===== src/rtl/psd_pkg.sv =====
package psd_pkg;
  localparam int N_BITS  = 11;
  localparam int A_BITS  = 7;
  localparam int R_BITS  = 14;
  localparam int P_SMALL = 64;
  localparam int P_LARGE = 128;

  typedef enum logic {
    MOD_BASE = 1'b0,
    MOD_PLUS = 1'b1
  } modulus_e;
endpackage


===== src/rtl/psd_prescaler.sv =====
module psd_prescaler #(
  parameter int P_LO      = psd_pkg::P_SMALL,
  parameter int P_HI      = psd_pkg::P_LARGE,
  parameter bit FIXED_SEL = 1'b0
) (
  input  logic clk,
  input  logic rst_n,
  input  logic run,
  input  logic enable,
  input  logic sel_lo,
  input  logic mod_plus,
  input  logic osc_tick,
  output logic pulse
);
  localparam int CW = $clog2(P_HI + 2);

  logic [CW-1:0] cnt;
  logic [CW-1:0] base_m1;
  logic [CW-1:0] limit_m1;

  generate
    if (FIXED_SEL) begin : g_fixed
      assign base_m1 = CW'(P_LO - 1);
    end else begin : g_select
      assign base_m1 = sel_lo ? CW'(P_LO - 1) : CW'(P_HI - 1);
    end
  endgenerate

  assign limit_m1 = base_m1 + CW'(mod_plus);

  always_ff @(posedge clk or negedge rst_n) begin
    if (!rst_n) begin
      cnt   <= '0;
      pulse <= 1'b0;
    end else if (!run || !enable) begin
      cnt   <= '0;
      pulse <= 1'b0;
    end else begin
      pulse <= 1'b0;
      if (osc_tick) begin
        if (cnt == limit_m1) begin
          cnt   <= '0;
          pulse <= 1'b1;
        end else begin
          cnt <= cnt + 1'b1;
        end
      end
    end
  end
endmodule


===== src/rtl/psd_frame_ctr.sv =====
module psd_frame_ctr #(
  parameter int NW = psd_pkg::N_BITS,
  parameter int AW = psd_pkg::A_BITS
) (
  input  logic          clk,
  input  logic          rst_n,
  input  logic          run,
  input  logic          pre_pulse,
  input  logic [NW-1:0] cfg_n,
  input  logic [AW-1:0] cfg_a,
  input  logic          cfg_sel,
  output logic          loaded,
  output logic          sel_act,
  output logic          mod_ctl,
  output logic          fp,
  output logic          cfg_err
);
  import psd_pkg::*;

  logic [NW-1:0] main_cnt;
  logic [AW-1:0] swal_cnt;
  logic [NW-1:0] a_wide;
  logic          bad_cfg;
  logic [NW-1:0] n_eff;
  logic          frame_end;
  modulus_e      modulus;

  assign a_wide    = NW'(cfg_a);
  assign bad_cfg   = (a_wide >= cfg_n);
  assign n_eff     = bad_cfg ? (a_wide + 1'b1) : cfg_n;
  assign frame_end = pre_pulse && (main_cnt <= NW'(1));
  assign modulus   = (swal_cnt != '0) ? MOD_PLUS : MOD_BASE;
  assign mod_ctl   = (modulus == MOD_PLUS);

  always_ff @(posedge clk or negedge rst_n) begin
    if (!rst_n) begin
      loaded   <= 1'b0;
      main_cnt <= '0;
      swal_cnt <= '0;
      sel_act  <= 1'b1;
      fp       <= 1'b0;
      cfg_err  <= 1'b0;
    end else if (!run) begin
      loaded   <= 1'b0;
      main_cnt <= '0;
      swal_cnt <= '0;
      sel_act  <= 1'b1;
      fp       <= 1'b0;
      cfg_err  <= 1'b0;
    end else if (!loaded || frame_end) begin
      loaded   <= 1'b1;
      main_cnt <= n_eff;
      swal_cnt <= cfg_a;
      sel_act  <= cfg_sel;
      cfg_err  <= bad_cfg;
      fp       <= loaded;
    end else begin
      fp <= 1'b0;
      if (pre_pulse) begin
        main_cnt <= main_cnt - 1'b1;
        if (swal_cnt != '0) swal_cnt <= swal_cnt - 1'b1;
      end
    end
  end
endmodule


===== src/rtl/psd_ref_div.sv =====
module psd_ref_div #(
  parameter int RW = psd_pkg::R_BITS
) (
  input  logic          clk,
  input  logic          rst_n,
  input  logic          run,
  input  logic          ref_tick,
  input  logic [RW-1:0] cfg_r,
  output logic          fr
);
  logic [RW-1:0] rcnt;
  logic          armed;

  always_ff @(posedge clk or negedge rst_n) begin
    if (!rst_n) begin
      rcnt  <= '0;
      armed <= 1'b0;
      fr    <= 1'b0;
    end else if (!run) begin
      rcnt  <= '0;
      armed <= 1'b0;
      fr    <= 1'b0;
    end else if (!armed) begin
      rcnt  <= cfg_r;
      armed <= 1'b1;
      fr    <= 1'b0;
    end else begin
      fr <= 1'b0;
      if (ref_tick) begin
        if (rcnt <= RW'(1)) begin
          rcnt <= cfg_r;
          fr   <= 1'b1;
        end else begin
          rcnt <= rcnt - 1'b1;
        end
      end
    end
  end
endmodule


===== src/rtl/pulse_swallow_divider.sv =====
module pulse_swallow_divider #(
  parameter int NW        = psd_pkg::N_BITS,
  parameter int AW        = psd_pkg::A_BITS,
  parameter int RW        = psd_pkg::R_BITS,
  parameter int P_LO      = psd_pkg::P_SMALL,
  parameter int P_HI      = psd_pkg::P_LARGE,
  parameter bit FIXED_SEL = 1'b0
) (
  input  logic          clk,
  input  logic          rst_n,
  input  logic          run,
  input  logic          osc_tick,
  input  logic          ref_tick,
  input  logic [NW-1:0] cfg_n,
  input  logic [AW-1:0] cfg_a,
  input  logic [RW-1:0] cfg_r,
  input  logic          sel_small,
  output logic          mod_ctl,
  output logic          fp,
  output logic          fr,
  output logic          cfg_err
);
  logic pre_pulse;
  logic loaded;
  logic sel_act;

  psd_prescaler #(.P_LO(P_LO), .P_HI(P_HI), .FIXED_SEL(FIXED_SEL)) u_pre (
    .clk(clk), .rst_n(rst_n), .run(run), .enable(loaded),
    .sel_lo(sel_act), .mod_plus(mod_ctl), .osc_tick(osc_tick), .pulse(pre_pulse)
  );

  psd_frame_ctr #(.NW(NW), .AW(AW)) u_frame (
    .clk(clk), .rst_n(rst_n), .run(run), .pre_pulse(pre_pulse),
    .cfg_n(cfg_n), .cfg_a(cfg_a), .cfg_sel(sel_small),
    .loaded(loaded), .sel_act(sel_act), .mod_ctl(mod_ctl),
    .fp(fp), .cfg_err(cfg_err)
  );

  psd_ref_div #(.RW(RW)) u_ref (
    .clk(clk), .rst_n(rst_n), .run(run), .ref_tick(ref_tick),
    .cfg_r(cfg_r), .fr(fr)
  );
endmodule


===== config.mk =====
export PLATFORM = sky130hd
export DESIGN_NAME = pulse_swallow_divider
export DESIGN_NICKNAME = d
export VERILOG_FILES = /design/src/rtl/psd_pkg.sv /design/src/rtl/psd_prescaler.sv /design/src/rtl/psd_frame_ctr.sv /design/src/rtl/psd_ref_div.sv /design/src/rtl/pulse_swallow_divider.sv
export SDC_FILE = /design/constraint.sdc
export NUM_CORES = 1
export LEC_CHECK = 0
export CORE_ASPECT_RATIO = 0.8
export CORE_MARGIN = 5
export CORE_UTILIZATION = 58
export DETAILED_ROUTE_END_ITERATION = 10
export DONT_BUFFER_PORTS = 1
export MAX_ROUTING_LAYER = met4
export PLACE_DENSITY = 0.73
export REMOVE_ABC_BUFFERS = 1
export SKIP_CTS_REPAIR_TIMING = 1
export SLEW_MARGIN = 10
export SYNTH_ARGS = -nofsm -noshare
export SYNTH_HDL_FRONTEND = slang
export SYNTH_SLANG_ARGS = --single-unit

===== constraint.sdc =====
create_clock -name clk -period 2.65 [get_ports clk]
set_clock_uncertainty 0.15 [all_clocks]
set_input_delay 0.6625 -clock clk [delete_from_list [all_inputs] [get_ports clk]]
set_output_delay 0.6625 -clock clk [all_outputs]
set_load 0.02 [all_outputs]

==> summary.txt <==
Status: complete, no violations
Root Driver: clkbuf_8
First-pass GRT wire length: 13,000 um
FP Rows: 23
Post-synth EDFFs: 0
Routed vias: 2,848
CTS tree: yes
Clock Latency Late Sink: 300 ps
Commonest non-fill, non-tap cell in the layout: dfrtp_1
Synth async-reset ratio: 1.00
Worst-Margin Slew: 671 ps
Arrival @ worst endpoint: 2600 ps
Cell area after layout: 0.00344 mm^2
Starting DRT DRC Count: 297
Max-slew headroom: 0.549
Seq/Total Area, Yosys: 0.382
Mean post-synth cell area: 8.28 um^2
Clock period minus worst slack: 2570 ps
Final setup fails: 0
Worst-path clk slew: 90 ps
Commonest cells after routing, fill and taps aside: dfrtp_1 (46), nor2_1 (43), o21ai_0 (39)
HP Class: input pin to asynchronous set/reset pin
Drc violations: 0
Gp weighted congestion: 0.905
Max-slew violation count: 0
F_max: 389 MHz
Initial antenna violation count: 0
PortBufs: 0
Detailed Route WL: 7890 um
Bufs on Longest Clock Path: 2
Routed vias/inst: 6.27
Drt pass-1 iters: 5
Die Height: 75.2 um
Largest net degree at the start of global routing: 48
P_leak: 1.47 nW
Total core area: 0.00509 mm^2
CTS buffer count: 5
Hpwl dp: 5860 um
Routed Antenna Nets: 0
Area growth from synthesis to layout: 11.6%
Worst IR Drop VDD: 0.380 mV
Layout cell share with drive strength beyond 1: 0.115
Critical path class: flip-flop to flip-flop
CP Capture Type: flip-flop
Clock sink count: 47
Fin Setup TNS: 0 ps
Synthesized instance count: 372
Power Density: 563 mW/mm^2
Crit path max fanout: 3
Synth warn: 0
RSZ-0062 raised after global routing: yes
Worst setup SP type: flip-flop
Routed WL per cell: 17.4 um
DIE AREA: 0.00688 mm^2
Synth Flop Type: dfrtp_1
Share of the clock period used by the worst path: 0.971
Vias in the first global route: 2,682
Synthesized area: 0.00308 mm^2
H-tree levels: 2
Netlist cell types: 51
Boundary Pins: 42
Data required time of the worst path: 2680 ps
Hold Violations, Final: 0
Seq cells post-synth: 47
Placed cell areas: 0.00327 mm^2
Nets: 444
Maxcap violations: 0
Antenna Cells: 0
Fillers: 431
GRT overflow: 0
GRT Util Overall: 0.243
Chip width: 91.5 um
Initial core utilization: 0.605
## per-layer routing
metal,part of all wire,GRT usage,vias to the layer above
met2,0.42,0.355,111
met4,0.012,0.0401,0
met5,0,-,-
met3,0.073,0.0549,13
li1,-,-,1387
met1,0.49,0.352,1337
## Yosys cell counts, types with 4 or more instances
cell type / number / area share
nor2_1: 43 / 0.052
or3_1: 6 / 0.012
inv_1: 19 / 0.023
o22ai_1: 6 / 0.012
clkbuf_1: 8 / 0.0097
a31oi_1: 4 / 0.0081
a21oi_1: 28 / 0.045
o211ai_1: 7 / 0.017
nor4_1: 9 / 0.018
or4_1: 4 / 0.0097
ha_1: 15 / 0.061
nand2_1: 33 / 0.040
mux2i_1: 8 / 0.026
nor3_1: 22 / 0.036
nand3_1: 11 / 0.018
nand4_1: 5 / 0.010
xor2_1: 8 / 0.023
o21ai_0: 40 / 0.065
dfrtp_1: 46 / 0.37
o21ai_1: 4 / 0.0065
xnor2_1: 4 / 0.011
## registers in the layout, summed over array words and instances, names as in the netlist
register and cells:
u_frame.swal_cnt 7, u_frame.sel_act 1, u_frame.loaded 1, u_frame.main_cnt 11, u_pre.pulse 1, u_ref.armed 1, u_frame.cfg_err 1, u_pre.cnt 8
u_ref.rcnt 14, u_ref.fr 1, u_frame.fp 1
## where the power goes
group	internal [mW]	switching (mW)	total, mW
clock	0.238	0.241	0.480
sequential	0.786	0.0725	0.858
combinational	0.257	0.339	0.596
## critical path, cell delays in order, from the launching register on
cell and delay, ps:
dfrtp_1 390, inv_1 60, ha_2 170, or3b_4 390, or2_4 250, ha_4 220
xor2_2 140, a211oi_2 270, nor3b_1 90, o21ai_1 200, o41ai_2 120
## logic make-up after synthesis
| kind of cell | after synthesis | synth area share |
|---|---|---|
| and+or+nand+nor | 150 | 0.237 |
| AOI/OAI and AO/OA | 108 | 0.212 |
| DFF | 47 | 0.382 |
| buffers and inverters | 31 | 0.0443 |
| adders and majority gates | 15 | 0.0609 |
| xor gates and xnor gates | 12 | 0.0341 |
| muxes | 9 | 0.0297 |
## cell type report
type                       instances  area [um^2]  area share
timing repair buffer              23          205      0.0597
multi-input combinational        294         1800       0.524
inverter                          20         75.1      0.0218
sequential                        47         1180       0.343
clock buffer                       8          100      0.0291
tap                               62         77.6      0.0226
## per-stage QoR
stage | cells | hold WS, ps | utilization | setup slack [ps] | power [mW]
CTS | 452 | -113 | 0.661 | -102 | 1.89
global route | 454 | 31.7 | 0.675 | -100 | 2.06
finish | 454 | 42.6 | 0.675 | 78.1 | 1.93
detailed placement | 444 | 219 | 0.641 | -88.1 | 1.41
global placement | 444 | 219 | 0.641 | 43.7 | 1.40
floorplan | 361 | 217 | - | -8.21 | 1.23
## final timing paths
kind                                            startpoint                         endpoint  slack (ps)  depth (start not counted)
setup / recovery           u_frame.swal_cnt[1]$_DFFE_PN0P_         u_pre.cnt[4]$_DFFE_PN0P_          80                         10
hold / removal                                       rst_n      u_frame.sel_act$_DFFE_PN1P_          40                          0
setup reg to reg           u_frame.swal_cnt[1]$_DFFE_PN0P_         u_pre.cnt[4]$_DFFE_PN0P_          80                         10
hold reg to reg            u_frame.swal_cnt[5]$_DFFE_PN0P_  u_frame.swal_cnt[5]$_DFFE_PN0P_         350                          2
max in group asynchronous                            rst_n        u_ref.rcnt[0]$_DFFE_PN0P_        2090                          1
min in group clk                                       run            u_ref.armed$_DFF_PN0_         230                          0
No activity file was read; power rests on OpenSTA's default activity.
